--- config.mk ---
export PLATFORM = sky130hd
export DESIGN_NAME = hostcmd_mport_bridge
export DESIGN_NICKNAME = d
export VERILOG_FILES = /design/src/rtl/hmb_pkg.sv /design/src/rtl/hmb_decode.sv /design/src/rtl/hmb_seq.sv /design/src/rtl/hostcmd_mport_bridge.sv
export SDC_FILE = /design/constraint.sdc
export NUM_CORES = 1
export LEC_CHECK = 0
export BUFFER_PORTS_ARGS = -buffer_cell sky130_fd_sc_hd__buf_2
export CAP_MARGIN = 25
export CORE_UTILIZATION = 46
export CTS_BUF_LIST = sky130_fd_sc_hd__clkbuf_8
export DETAILED_ROUTE_END_ITERATION = 10
export PLACE_DENSITY = 0.83
export SYNTH_ARGS = -nofsm -noshare
export SYNTH_HDL_FRONTEND = slang
export SYNTH_SLANG_ARGS = --single-unit
--- constraint.sdc ---
create_clock -name clk -period 1.87 [get_ports clk]
set_input_delay 0.374 -clock clk [delete_from_list [all_inputs] [get_ports clk]]
set_output_delay 0.374 -clock clk [all_outputs]
set_load 0.01 [all_outputs]
--- src/rtl/hmb_pkg.sv ---
package hmb_pkg;
  typedef enum logic [2:0] {
    ST_IDLE    = 3'd0,
    ST_WR_PUSH = 3'd1,
    ST_WR_CMD  = 3'd2,
    ST_RD_CMD  = 3'd3,
    ST_RD_WAIT = 3'd4
  } hmb_state_t;

  localparam logic [2:0] INSTR_WRITE = 3'b000;
  localparam logic [2:0] INSTR_READ  = 3'b001;
endpackage

--- src/rtl/hmb_decode.sv ---
module hmb_decode #(
  parameter int HOST_W  = 64,
  parameter int WADDR_W = 26,
  parameter int DATA_W  = 32,
  parameter int PADDR_W = 30,
  parameter int INSTR_W = 3
) (
  input  logic [HOST_W-1:0]  word_i,
  output logic               is_read_o,
  output logic [INSTR_W-1:0] instr_o,
  output logic [PADDR_W-1:0] byte_addr_o,
  output logic [DATA_W-1:0]  wdata_o
);
  localparam int OP_BIT   = HOST_W - 1;
  localparam int ADDR_LSB = OP_BIT - WADDR_W;
  localparam int BYTE_SH  = $clog2(DATA_W / 8);

  // word address to byte address: shift by byte lanes, zero padding above
  function automatic logic [PADDR_W-1:0] word_to_byte(input logic [WADDR_W-1:0] w);
    logic [PADDR_W-1:0] t;
    t = '0;
    t[BYTE_SH +: WADDR_W] = w;
    return t;
  endfunction

  // single opcode bit zero-extended into the instruction field
  function automatic logic [INSTR_W-1:0] op_to_instr(input logic op);
    logic [INSTR_W-1:0] t;
    t = '0;
    t[0] = op;
    return t;
  endfunction

  logic [WADDR_W-1:0] waddr;

  assign is_read_o   = word_i[OP_BIT];
  assign waddr       = word_i[ADDR_LSB +: WADDR_W];
  assign wdata_o     = word_i[DATA_W-1:0];
  assign instr_o     = op_to_instr(is_read_o);
  assign byte_addr_o = word_to_byte(waddr);

  generate
    if (ADDR_LSB > DATA_W) begin : g_pad
      logic unused_pad_bits;
      assign unused_pad_bits = ^word_i[ADDR_LSB-1:DATA_W];
    end
  endgenerate
endmodule

--- src/rtl/hmb_seq.sv ---
module hmb_seq
  import hmb_pkg::*;
(
  input  logic clk,
  input  logic rst_n,
  input  logic host_valid_i,
  input  logic host_is_read_i,
  input  logic cmd_full_i,
  input  logic wr_full_i,
  input  logic rd_empty_i,
  output logic busy_o,
  output logic accept_o,
  output logic wr_push_o,
  output logic cmd_issue_o,
  output logic rd_pop_o
);
  hmb_state_t state_q, state_d;

  always_comb begin
    state_d     = state_q;
    accept_o    = 1'b0;
    wr_push_o   = 1'b0;
    cmd_issue_o = 1'b0;
    rd_pop_o    = 1'b0;
    unique case (state_q)
      ST_IDLE: begin
        accept_o = host_valid_i;
        if (host_valid_i) state_d = host_is_read_i ? ST_RD_CMD : ST_WR_PUSH;
      end
      ST_WR_PUSH: begin
        wr_push_o = !wr_full_i && !cmd_full_i;
        if (wr_push_o) state_d = ST_WR_CMD;
      end
      ST_WR_CMD: begin
        cmd_issue_o = !cmd_full_i;
        if (cmd_issue_o) state_d = ST_IDLE;
      end
      ST_RD_CMD: begin
        cmd_issue_o = !cmd_full_i;
        if (cmd_issue_o) state_d = ST_RD_WAIT;
      end
      ST_RD_WAIT: begin
        rd_pop_o = !rd_empty_i;
        if (rd_pop_o) state_d = ST_IDLE;
      end
      default: state_d = ST_IDLE;
    endcase
  end

  always_ff @(posedge clk) begin
    if (!rst_n) state_q <= ST_IDLE;
    else        state_q <= state_d;
  end

  assign busy_o = (state_q != ST_IDLE);
endmodule

--- src/rtl/hostcmd_mport_bridge.sv ---
module hostcmd_mport_bridge #(
  parameter int HOST_W  = 64,
  parameter int WADDR_W = 26,
  parameter int DATA_W  = 32,
  parameter int PADDR_W = 30,
  parameter int INSTR_W = 3,
  parameter int BL_W    = 6
) (
  input  logic               clk,
  input  logic               rst_n,
  input  logic               host_valid,
  input  logic [HOST_W-1:0]  host_word,
  output logic               host_busy,
  output logic               host_rd_valid,
  output logic [DATA_W-1:0]  host_rd_data,
  output logic               mp_cmd_en,
  output logic [INSTR_W-1:0] mp_cmd_instr,
  output logic [BL_W-1:0]    mp_cmd_bl,
  output logic [PADDR_W-1:0] mp_cmd_addr,
  input  logic               mp_cmd_full,
  output logic               mp_wr_en,
  output logic [DATA_W-1:0]  mp_wr_data,
  output logic [DATA_W/8-1:0] mp_wr_mask,
  input  logic               mp_wr_full,
  output logic               mp_rd_en,
  input  logic [DATA_W-1:0]  mp_rd_data,
  input  logic               mp_rd_empty
);
  localparam int MASK_W = DATA_W / 8;

  // named internal events, observed by the bound checker
  logic accept_evt, wr_push_evt, cmd_issue_evt, rd_pop_evt;

  logic [HOST_W-1:0] cmd_word_q;
  logic              dec_is_read;
  logic              unused_dec_is_read;
  logic [DATA_W-1:0] rd_data_q;
  logic              rd_valid_q;

  hmb_seq u_seq (
    .clk            (clk),
    .rst_n          (rst_n),
    .host_valid_i   (host_valid),
    .host_is_read_i (host_word[HOST_W-1]),
    .cmd_full_i     (mp_cmd_full),
    .wr_full_i      (mp_wr_full),
    .rd_empty_i     (mp_rd_empty),
    .busy_o         (host_busy),
    .accept_o       (accept_evt),
    .wr_push_o      (wr_push_evt),
    .cmd_issue_o    (cmd_issue_evt),
    .rd_pop_o       (rd_pop_evt)
  );

  hmb_decode #(
    .HOST_W  (HOST_W),
    .WADDR_W (WADDR_W),
    .DATA_W  (DATA_W),
    .PADDR_W (PADDR_W),
    .INSTR_W (INSTR_W)
  ) u_dec (
    .word_i      (cmd_word_q),
    .is_read_o   (dec_is_read),
    .instr_o     (mp_cmd_instr),
    .byte_addr_o (mp_cmd_addr),
    .wdata_o     (mp_wr_data)
  );

  assign unused_dec_is_read = dec_is_read;

  // command word held for the whole transaction
  always_ff @(posedge clk) begin
    if (!rst_n)          cmd_word_q <= '0;
    else if (accept_evt) cmd_word_q <= host_word;
  end

  // read return path: one registered stage after the pop
  always_ff @(posedge clk) begin
    if (!rst_n) begin
      rd_valid_q <= 1'b0;
      rd_data_q  <= '0;
    end else begin
      rd_valid_q <= rd_pop_evt;
      if (rd_pop_evt) rd_data_q <= mp_rd_data;
    end
  end

  assign mp_cmd_en     = cmd_issue_evt;
  assign mp_wr_en      = wr_push_evt;
  assign mp_rd_en      = rd_pop_evt;
  assign mp_cmd_bl     = '0;
  assign mp_wr_mask    = {MASK_W{1'b0}};
  assign host_rd_valid = rd_valid_q;
  assign host_rd_data  = rd_data_q;
endmodule

Yosys cells after proc, flatten, opt, wreduce, memory -nomap -nowiden
Cells that the tools add are included.

storage, ports and cells
  flip-flop bits (word level) = 100
  latch bits = 0
  memory bits (writable) = 0
  bits in read-only memories = 0
  bits of input ports = 102
  output and inout bits = 112
  logic and storage cells = 32
  memories kept = 0

cells by class
  $add $sub $neg = 0
  $mul = 0
  div/mod/pow operators = 0
  $lt $le $gt $ge = 0
  equality and inequality tests = 9
  shift-type cells = 0
  multiplexer cells = 11
  bitwise operators = 0
  reductions and logical operators = 8

operators by type and width
  operator                                                         number
  3-bit 2-to-1 mux                                                 5
  3-bit one-hot mux with 5 select lines                            1
  2-bit != test, second input constant                             4
  3-bit by 2-bit == test with 1-bit output, second input constant  2
  5-bit AND reduction                                              1
  1-bit 2-to-1 mux                                                 4
  3-bit by 1-bit == test with 1-bit output, second input constant  1
  3-bit == test, second input constant                             1
  1-bit logical NOT                                                3
  3-bit logical NOT                                                1
  3-bit nonzero test                                               1
  2-bit 2-to-1 mux                                                 1
  2-bit by 1-bit != test with 1-bit output, second input constant  1
  2-bit OR reduction                                               1
  1-bit logical AND                                                1

Depth between registers and ports, before layout
  depth in word-level cells = 4
  gate-level depth with buffers = 8
  depth with buffers taken out = 5

Modules after synthesis
From an unflattened synthesis, not the netlist that was laid out.

second synthesis, totals
  cells, all modules = 414
  area, all modules = 4468.0 µm²

by module, submodules not included
  module                instances  cells each  area each (µm²)  seq. area each (µm²)
  hostcmd_mport_bridge  1          322         3776.1           1941.9
  hmb_decode            1          67          499.2            0.0
  hmb_seq               1          25          192.7            60.1

Worst setup path after synthesis
OpenSTA, ideal clock, no wires.

  kind = input -> output
  start point = in mp_rd_empty
  end point = out mp_rd_en
  data arrival time = 1.142 ns
  required time = 1.496 ns
  slack = 0.354 ns
  stages = 5
  path buffers = 2
  cell sequence = nand2b_1 -> or3_1 -> buf_6 -> clkinv_4 -> buf_8

on the way
  word-level cells in the longest chain between the ends = 2

ends and longest elaborated chain
  element            RTL line                    text
  start, declared    hostcmd_mport_bridge.sv:27  input logic mp_rd_empty
  1-bit logical NOT  hmb_seq.sv:43               rd_pop_o = !rd_empty_i;
  1-bit 2-to-1 mux   hmb_seq.sv:25               unique case (state_q)
  end, declared      hostcmd_mport_bridge.sv:25  output logic mp_rd_en,

Every way passes these cells.

Worst setup path after layout
  start point = reg u_seq.state_q[0]
  end point = out mp_rd_en

on the way
  word-level cells in the longest chain between the ends = 2

ends and longest elaborated chain
  element                 RTL line       text
  start, declared         hmb_seq.sv:17  hmb_state_t state_q, state_d;
  start signal, assigned  hmb_seq.sv:52  else state_q <= state_d;
  3-bit == test           hmb_seq.sv:25
  1-bit 2-to-1 mux        hmb_seq.sv:25

Every way passes these cells.

==> impl_results.md <==
* GRT Residual Overflow at 0
* Area Overhead vs Synth at 29.5%
* Initial antenna violation count at 0
* Num Clock Sinks at 95
* Max clock buf depth at 2
* Worst path slowest cell: or3_4
* DPL Wire Length at 6720 um
* H-Tree Level Count at 3
* Setup_tns at 0 ns
* Startpoint Class: register
* First-pass DRT Iterations at 4
* Die Y at 93.6 um
* Netlist cell types at 28
* Post-route ant nets at 0
* Hold WC Path Type: input port to register
* Post-synthesis sequential area ratio at 49.3%
* RSZ-0062 raised after global routing: no
* Initial Util at 47.2%
* Number of global-route vias before repair at 3096
* Layout cells sized above 1 at 40.0%
* Count of hold buffers inserted by post-cts repair at 0
* Root buffer cell: clkbuf_8
* Mapped Area at 3860 sq um
* Final setup fails at 0
* Run status: finished clean
* CP Capture Type: output pin
* CP max stage delay at 0.43 ns
* Crit path max fanout at 15
* Pwr/cell area at 886 nW/um^2
* First-pass GRT wire length at 13800 um
* Synthesis warning total at 0
* Max-cap violations at 0
* Total Routing Usage GR at 20.1%
* Fmax at 563 MHz
* VDD IR max at 481 uV
* Worst-path clk slew at 0.09 ns
* Final Net Count at 725
* Vias at 3457
* Final Hold Viols at 0
* IO buf count at 192
* CP required at 1.50 ns
* CP Cell Sequence: or3_4, clkinv_4, buf_2
* Yosys reg bits at 95
* Inserted Diodes at 0
* Placed Cells incl. Taps at 716
* DR vias/cell at 4.72
* P_leak at 2.33 nW
* Die Wd at 93.6 um
* FP Rows at 33
* Clock buffers created by TritonCTS at 9
* Layout fillers at 744
* Initial detailed-routing violation count at 136
* CP Data Arrival Time at 1.40 ns
* CTS tree: done
* Syn_area_per_cell at 8.71 sq um
* Final WL at 9110 um
* Commonest non-fill, non-tap cells in the layout: buf_2 (192), nand2_1 (184), dfxtp_1 (94)
* Register area at 1910 sq um
* Largest net degree at the start of global routing at 38
* Fin. max-slew vios at 0
* Cell Count, Final, Fillers Out at 733
* Final Cycle Share at 95.0%
* Min cycle time layout at 1.78 ns
* Multi-input gate area at 1680 sq um
* Synth Instances at 443
* Type of the worst setup path: register to output pin
* Worst skew pair latency at 0.35 ns
* Area of the die at 8760 sq um
* RePlAce Congestion at 0.713
* Core Box Area at 8180 sq um
* Most common cell after layout, fill and taps aside: buf_2
* I/O pin cnt at 214
* Clock Skews at 0.0104 ns
* DRC violations left at 0
* DR WL/cell at 12.4 um
## worst paths after layout
kind	from	end	slack (ns)	cells after the start
worst max register to register	u_seq.state_q[2]$_SDFFE_PN0P_	cmd_word_q[46]$_SDFFE_PN0P_	0.32	6
worst min register to register	cmd_word_q[45]$_SDFFE_PN0P_	cmd_word_q[45]$_SDFFE_PN0P_	0.45	2
worst min-delay path	host_word[41]	cmd_word_q[41]$_SDFFE_PN0P_	0.25	3
worst max-delay path	u_seq.state_q[0]$_SDFFE_PN0P_	mp_rd_en	0.09	3
## layer usage
| metal | GRT usage, % | up-vias | routed length, um |
|---|---|---|---|
| met2 | 38.3 | 143 | 4750 |
| met4 | 7.69 | 0 | 155 |
| met3 | 5.53 | 15 | 684 |
| li1 | - | 1739 | - |
| met5 | 0 | - | 0 |
| met1 | 20.5 | 1560 | 3520 |
## worst max-delay path: cells and delay by family (launching register included)
family,cells,cell delay (ns)
flops,1,0.38
buf+inv,2,0.25
simple gates,1,0.43
## synthesized netlist by cell type (all sizes together)
cell	count	share of area, %
o211ai	1	0.19
dfxtp	95	49
inv	2	0.19
nor3	1	0.26
o21ai	1	0.13
or3	1	0.16
nor4	1	0.16
mux2i	1	0.26
clkbuf	14	1.4
a31oi	1	0.16
buf	34	7.0
clkinv	1	0.23
or4b	1	0.26
nor3b	1	0.19
nand2b	3	0.49
a21boi	91	20
a211oi	1	0.19
nand2	185	18
conb	1	0.097
a21oi	1	0.13
and2	3	0.49
nor2b	1	0.16
nor2	2	0.19
## registers in the layout (all words and copies together), names as in the netlist
register       cells
cmd_word_q        59
host_rd_data      32
host_rd_valid      1
u_seq.state_q      3
## cells by family after synthesis
kind of cell           count (synthesis)  share of synthesized area [%]
and+or+nand+nor                      199                           20.4
buffers and inverters                 51                           8.75
DFF                                   95                           49.3
muxes                                  1                          0.259
other                                  1                         0.0972
AOI/OAI and AO/OA                     96                           21.2
## layout make-up
type / count / area share [%]
inverters: 3 / 0.325
repair buffers: 202 / 21.2
well taps: 105 / 2.63
flip-flops and latches: 95 / 38.1
multi-input cells: 312 / 33.7
clock inverters: 6 / 1.23
clock buffers: 10 / 2.75
## power by group
part	internal (mW)	leakage [nW]	switching [mW]	total, mW
Sequential	2.17	0.775	0.0788	2.25
Combinational	0.358	1.46	0.485	0.843
Clock	0.648	0.0957	0.686	1.33
## what timing repair did
action	in CTS	in global routing
setup endpoints to repair	1	1
buffers inserted	0	1
gates resized for setup	2	1
## per-stage QoR
stage	instance area [sq um]	total power, mW	util (%)	hold slack (ns)	setup slack (ns)
5_1_grt	5000	4.68	61.1	0.232	0.00352
3_3_place_gp	4770	3.11	58.3	0.438	0.223
3_5_place_dp	4770	3.15	58.3	0.441	0.148
4_1_cts	4970	4.48	60.8	0.239	0.00956
6_report	5000	4.43	61.1	0.251	0.0940
2_1_floorplan	3920	2.83	-	0.435	0.354
Power figures use the tool's default switching activity.
